[config.mk]
export PLATFORM = sky130hd
export DESIGN_NAME = flash_done_poller
export DESIGN_NICKNAME = d
export VERILOG_FILES = /design/src/rtl/flash_done_poller_pkg.sv /design/src/rtl/fcp_status_eval.sv /design/src/rtl/fcp_budget.sv /design/src/rtl/flash_done_poller.sv
export SDC_FILE = /design/constraint.sdc
export NUM_CORES = 1
export LEC_CHECK = 0
export ABC_AREA = 1
export BUFFER_PORTS_ARGS = -buffer_cell sky130_fd_sc_hd__buf_2
export CAP_MARGIN = 20
export CORE_MARGIN = 2
export CORE_UTILIZATION = 40
export CTS_BUF_LIST = sky130_fd_sc_hd__clkbuf_8
export DETAILED_ROUTE_END_ITERATION = 8
export SYNTH_ARGS = -nofsm -noshare
export SYNTH_HDL_FRONTEND = slang
export SYNTH_SLANG_ARGS = --single-unit
export TNS_END_PERCENT = 10
[constraint.sdc]
create_clock -name clk -period 2.93 [get_ports clk]
set_clock_uncertainty 0.1 [all_clocks]
set_input_delay 0.586 -clock clk [delete_from_list [all_inputs] [get_ports clk]]
set_output_delay 0.586 -clock clk [all_outputs]
set_load 0.01 [all_outputs]
[src/rtl/flash_done_poller_pkg.sv]
package flash_done_poller_pkg;

    typedef enum logic [1:0] {
        PS_IDLE    = 2'd0,
        PS_POLL    = 2'd1,
        PS_CONFIRM = 2'd2
    } poll_state_e;

    function automatic logic expect_bit(input logic erase, input logic data_bit);
        return erase ? 1'b1 : data_bit;
    endfunction

endpackage

[src/rtl/fcp_status_eval.sv]
module fcp_status_eval #(
    parameter int DW       = 16,
    parameter int STAT_BIT = 7,
    parameter int ERR_BIT  = 5
) (
    input  logic [DW-1:0] word_i,
    input  logic          expect_i,
    output logic          match_o,
    output logic          err_o
);
    logic unused_bits;

    assign match_o     = (word_i[STAT_BIT] == expect_i);
    assign err_o       = word_i[ERR_BIT];
    assign unused_bits = ^word_i;
endmodule

[src/rtl/fcp_budget.sv]
module fcp_budget #(
    parameter int CW = 16
) (
    input  logic          clk,
    input  logic          rst_n,
    input  logic          clear_i,
    input  logic [CW-1:0] limit_i,
    input  logic          step_i,
    output logic          last_o
);
    typedef struct packed {
        logic [CW-1:0] cnt;
        logic [CW-1:0] lim;
    } bud_t;

    bud_t b_d, b_q;
    logic [CW:0] next_cnt;

    assign next_cnt = {1'b0, b_q.cnt} + {{CW{1'b0}}, 1'b1};
    assign last_o   = (next_cnt >= {1'b0, b_q.lim});

    always_comb begin
        b_d = b_q;
        if (clear_i) begin
            b_d.cnt = '0;
            b_d.lim = (limit_i == '0) ? {{(CW-1){1'b0}}, 1'b1} : limit_i;
        end else if (step_i && !(&b_q.cnt)) begin
            b_d.cnt = next_cnt[CW-1:0];
        end
    end

    always_ff @(posedge clk or negedge rst_n) begin
        if (!rst_n) begin
            b_q <= '0;
        end else begin
            b_q <= b_d;
        end
    end
endmodule

[src/rtl/flash_done_poller.sv]
module flash_done_poller
    import flash_done_poller_pkg::*;
#(
    parameter int AW       = 21,
    parameter int DW       = 16,
    parameter int CW       = 16,
    parameter int STAT_BIT = 7,
    parameter int ERR_BIT  = 5
) (
    input  logic          clk,
    input  logic          rst_n,
    input  logic          start_i,
    input  logic          erase_i,
    input  logic [DW-1:0] exp_data_i,
    input  logic [AW-1:0] addr_i,
    input  logic [CW-1:0] max_polls_i,
    output logic          rd_req_o,
    output logic [AW-1:0] rd_addr_o,
    input  logic          rd_ack_i,
    input  logic [DW-1:0] rd_data_i,
    output logic          busy_o,
    output logic          done_o,
    output logic          fail_o,
    output logic          timeout_o
);
    typedef struct packed {
        poll_state_e   st;
        logic [AW-1:0] addr;
        logic          exp_bit;
        logic          done;
        logic          fail;
        logic          tmo;
    } regs_t;

    regs_t r_d, r_q;
    logic  match, err, last, clr, step;
    logic  unused_exp;

    assign unused_exp = ^exp_data_i;

    fcp_status_eval #(.DW(DW), .STAT_BIT(STAT_BIT), .ERR_BIT(ERR_BIT)) eval_i (
        .word_i   (rd_data_i),
        .expect_i (r_q.exp_bit),
        .match_o  (match),
        .err_o    (err)
    );

    fcp_budget #(.CW(CW)) budget_i (
        .clk     (clk),
        .rst_n   (rst_n),
        .clear_i (clr),
        .limit_i (max_polls_i),
        .step_i  (step),
        .last_o  (last)
    );

    always_comb begin
        r_d      = r_q;
        r_d.done = 1'b0;
        clr      = 1'b0;
        step     = 1'b0;
        unique case (r_q.st)
            PS_IDLE: begin
                if (start_i) begin
                    r_d.st      = PS_POLL;
                    r_d.addr    = addr_i;
                    r_d.exp_bit = expect_bit(erase_i, exp_data_i[STAT_BIT]);
                    r_d.fail    = 1'b0;
                    r_d.tmo     = 1'b0;
                    clr         = 1'b1;
                end
            end
            PS_POLL: begin
                if (rd_ack_i) begin
                    step = 1'b1;
                    if (match) begin
                        r_d.st   = PS_IDLE;
                        r_d.done = 1'b1;
                    end else if (err) begin
                        r_d.st = PS_CONFIRM;
                    end else if (last) begin
                        r_d.st   = PS_IDLE;
                        r_d.done = 1'b1;
                        r_d.fail = 1'b1;
                        r_d.tmo  = 1'b1;
                    end
                end
            end
            PS_CONFIRM: begin
                if (rd_ack_i) begin
                    r_d.st   = PS_IDLE;
                    r_d.done = 1'b1;
                    r_d.fail = !match;
                end
            end
            default: r_d.st = PS_IDLE;
        endcase
    end

    always_ff @(posedge clk or negedge rst_n) begin
        if (!rst_n) begin
            r_q <= '{st: PS_IDLE, addr: '0, exp_bit: 1'b0, done: 1'b0, fail: 1'b0, tmo: 1'b0};
        end else begin
            r_q <= r_d;
        end
    end

    assign busy_o    = (r_q.st != PS_IDLE);
    assign rd_req_o  = busy_o;
    assign rd_addr_o = r_q.addr;
    assign done_o    = r_q.done;
    assign fail_o    = r_q.fail;
    assign timeout_o = r_q.tmo;
endmodule

==> results.py <==
metrics = {
    "outcome": {
        "outcome": "complete, no violations",
    },
    "power_and_ir_drop": {
        "p_switching_uw": 1240,
        "power_frac_clock": 0.254,
        "power.density_nw_per_um2": 803,
        "power.internal_uw": 2060,
        "p_comb_frac": 0.380,
        "p_sw_frac": 0.376,
        "sequentialPowerShare": 0.367,
        "p_leak_uw": 0.00226,
        "vdd_ir_drop_max_uv": 360,
    },
    "layout": {
        "final_util": 0.499,
        "drive_above_1_share": 0.271,
        "area_growth_pct": 19.9,
        "diodes": 0,
        "nNetsFinal": 589,
        "fillerInstances": 840,
    },
    "cts": {
        "numCtsBuffers": 9,
        "hold_buffers": 0,
        "tritoncts": "done",
        "cts_htree_levels": 3,
        "root_buffer": "clkbuf_8",
        "clkSinkCount": 59,
        "clk_pin_slew_worst_paths_ns": 0.07,
        "clock_path_buffers": 2,
        "clock_insertion_delay_worst_skew_ns": 0.34,
    },
    "routing": {
        "avgRoutedWirePerCell_um": 11.8,
        "vias": 2806,
        "drcViolationCount": 0,
        "viasPerCell": 4.65,
        "drt_first_pass_iters": 5,
        "antenna_left": 0,
        "wirelength_mm": 7.10,
        "drt-initial-drc-count": 83,
    },
    "yosys": {
        "netlist_area_um2": 3430,
        "syn_nets": 531,
        "synth_seq_cells": 59,
        "synth_common_cells": "134 x nand2_1, 59 x dfrtp_1, 59 x inv_1",
        "post-synth-top-count-cell": "nand2_1",
        "syn_area_per_cell_um2": 7.87,
        "yosys_warnings": 0,
        "synth_edf_count": 0,
        "yosysTopAreaCellShare": 0.430,
        "synth_top_area_cell": "dfrtp_1",
        "ys.flop_type": "dfrtp_1",
        "synth_area_leaders": "dfrtp_1 43%, nand2_1 15%, ha_1 7.7%, inv_1 6.5%, buf_4 5.0%",
        "ys_seq_area_frac": 0.430,
        "postSynthCellCount": 436,
        "synth.distinct_cells": 31,
        "async_reset_ff_frac": 1.00,
    },
    "sta": {
        "slew_headroom": 0.579,
        "rsz0062_at_grt": "yes",
        "post-route-period-util": 0.957,
        "worstMarginPinSlew_ns": 0.632,
        "fin_crit_ns": 2.80,
        "setup_ws_ns": 0.127,
        "hold_viol_final": 0,
        "timing.fmax_mhz": 357,
        "drv_slew": 0,
        "finalSetupViolations": 0,
    },
    "critical_path": {
        "worst-r2r-cell-count": 19,
        "setup.worst_path.class": "reg -> reg",
        "crit_slowest_cell": "dfrtp_1",
        "arrival_ns": 2.93,
        "cp-end-kind": "register",
        "start_kind": "register",
        "slowest_delay_ns": 0.39,
        "rrSetupSlack_ns": 0.13,
        "critical_path.top_delay_family": "simple AND/OR/NAND/NOR gates",
        "crit_buf_inv": 0,
        "r2r-end": "r_q[26]$_DFFE_PN0P_",
        "worstPathRequired_ns": 3.06,
        "rr_startpoint": "budget_i.b_q[17]$_DFFE_PN0P_",
        "worst-path-max-fanout": 3,
        "path_cells": "ha_2 > nand2_2 > nor2_4 > nand4_4 > nor2_4 > nand2_4 > nor2_4 > xor2_2 > ha_1 > nand2_2 > nor2_1 > nand2_1 > nor2_2 > nor2_1 > nor2_1 > nor2_2 > nand4_2 > nand3_1 > nand2_1",
    },
    "place": {
        "routabilityCongestion": 0.855,
        "port-buffer-count": 70,
        "pre_cts_slack_ns": 0.0301,
        "hpwl_mm": 5.32,
    },
    "die": {
        "die_h_um": 96.6,
        "die_area_um2": 9340,
        "row_count": 33,
        "io_pins": 100,
        "coreArea_um2": 8260,
        "die_w_um": 96.6,
        "start_util": 0.416,
    },
    "global_route": {
        "antenna_found_initial": 0,
        "grt_pass1_vias": 2717,
        "grt_pass1_wl_mm": 12.7,
        "grtUsageTotal": 0.165,
        "grt-ovfl-total": 0,
        "grt_max_degree": 35,
    },
    "hold_path": {
        "hold_class": "in -> async",
    },
    "job": {
        "drv_cap": 0,
    },
}
==> flip-flops by register name, indices dropped and copies added (netlist names) <==
signal and flops:
fail_o 1, rd_addr_o 21, done_o 1, r_q 3, timeout_o 1, budget_i.b_q 32
==> placed cells by master, fill, tap and decap left out, drive strengths merged, types with 5 or more instances in the layout <==
cell type  Yosys  layout
nand2        141     141
inv           62      62
clkbuf         6      10
nor2          35      35
ha            21      21
xor2          13      13
a21oi          5       5
nand3         15      15
o21ai         27      27
buf           25      78
o22ai          9       9
dfrtp         59      59
nand4          5       5
==> power by group through the flow <==
stage / sequential (µW) / clock [µW] / combinational [µW]
2_1_floorplan: 1210 / 0 / 1010
3_3_place_gp: 1220 / 0 / 1200
3_5_place_dp: 1230 / 0 / 1230
4_1_cts: 1210 / 865 / 1230
5_1_grt: 1250 / 894 / 1460
6_report: 1210 / 838 / 1260
==> per-layer routing <==
metal | GRT usage | part of all wire
met1 | 0.228 | 0.49
met2 | 0.256 | 0.46
met3 | 0.0267 | 0.036
met4 | 0.0683 | 0.015
met5 | 0 | 0
==> kinds of logic after synthesis <==
family,share of synthesized area
compound gates,0.0725
xor+xnor,0.0354
fa+ha+maj,0.0765
buf+inv,0.128
flops,0.430
simple gates,0.258
==> area by class of cell <==
type | count | area [µm²] | share of cell area
timing repair buffer | 78 | 435 | 0.106
tap | 105 | 131 | 0.0319
clock buffer | 10 | 138 | 0.0334
sequential | 59 | 1480 | 0.359
clock inverter | 6 | 88.8 | 0.0216
inverter | 62 | 233 | 0.0565
multi-input combinational | 284 | 1610 | 0.392
==> worst max path at each step <==
| stage | from | end | slack (ns) | cells past startpoint |
|---|---|---|---|---|
| floorplan | budget_i.b_q[16]$_DFFE_PN0P_ | timeout_o$_DFFE_PN0P_ | 0.40 | 20 |
| global placement | budget_i.b_q[16]$_DFFE_PN0P_ | r_q[25]$_DFFE_PN0P_ | 0.14 | 20 |
| detailed placement | budget_i.b_q[16]$_DFFE_PN0P_ | r_q[25]$_DFFE_PN0P_ | 0.03 | 20 |
| CTS | budget_i.b_q[16]$_DFFE_PN0P_ | r_q[25]$_DFFE_PN0P_ | 0.01 | 20 |
| global route | budget_i.b_q[17]$_DFFE_PN0P_ | r_q[26]$_DFFE_PN0P_ | -0.08 | 20 |
| finish | budget_i.b_q[17]$_DFFE_PN0P_ | r_q[26]$_DFFE_PN0P_ | 0.13 | 19 |
==> what timing repair did <==
action                     CTS  global route
setup endpoints to repair    0             5
resized for setup            0            24
buffers inserted             0             3
==> metrics by stage <==
step | cells | TNS [ns] | instance area, µm² | hold WS, ns | power [µW]
finish | 604 | 0 | 4120 | 0.160 | 3310
global placement | 585 | 0 | 3770 | 0.358 | 2420
CTS | 601 | 0 | 4000 | 0.173 | 3310
detailed placement | 585 | 0 | 3770 | 0.360 | 2450
floorplan | 436 | 0 | 3430 | 0.190 | 2220
global route | 604 | -0.284 | 4120 | 0.194 | 3600
Power figures use the tool's default switching activity.
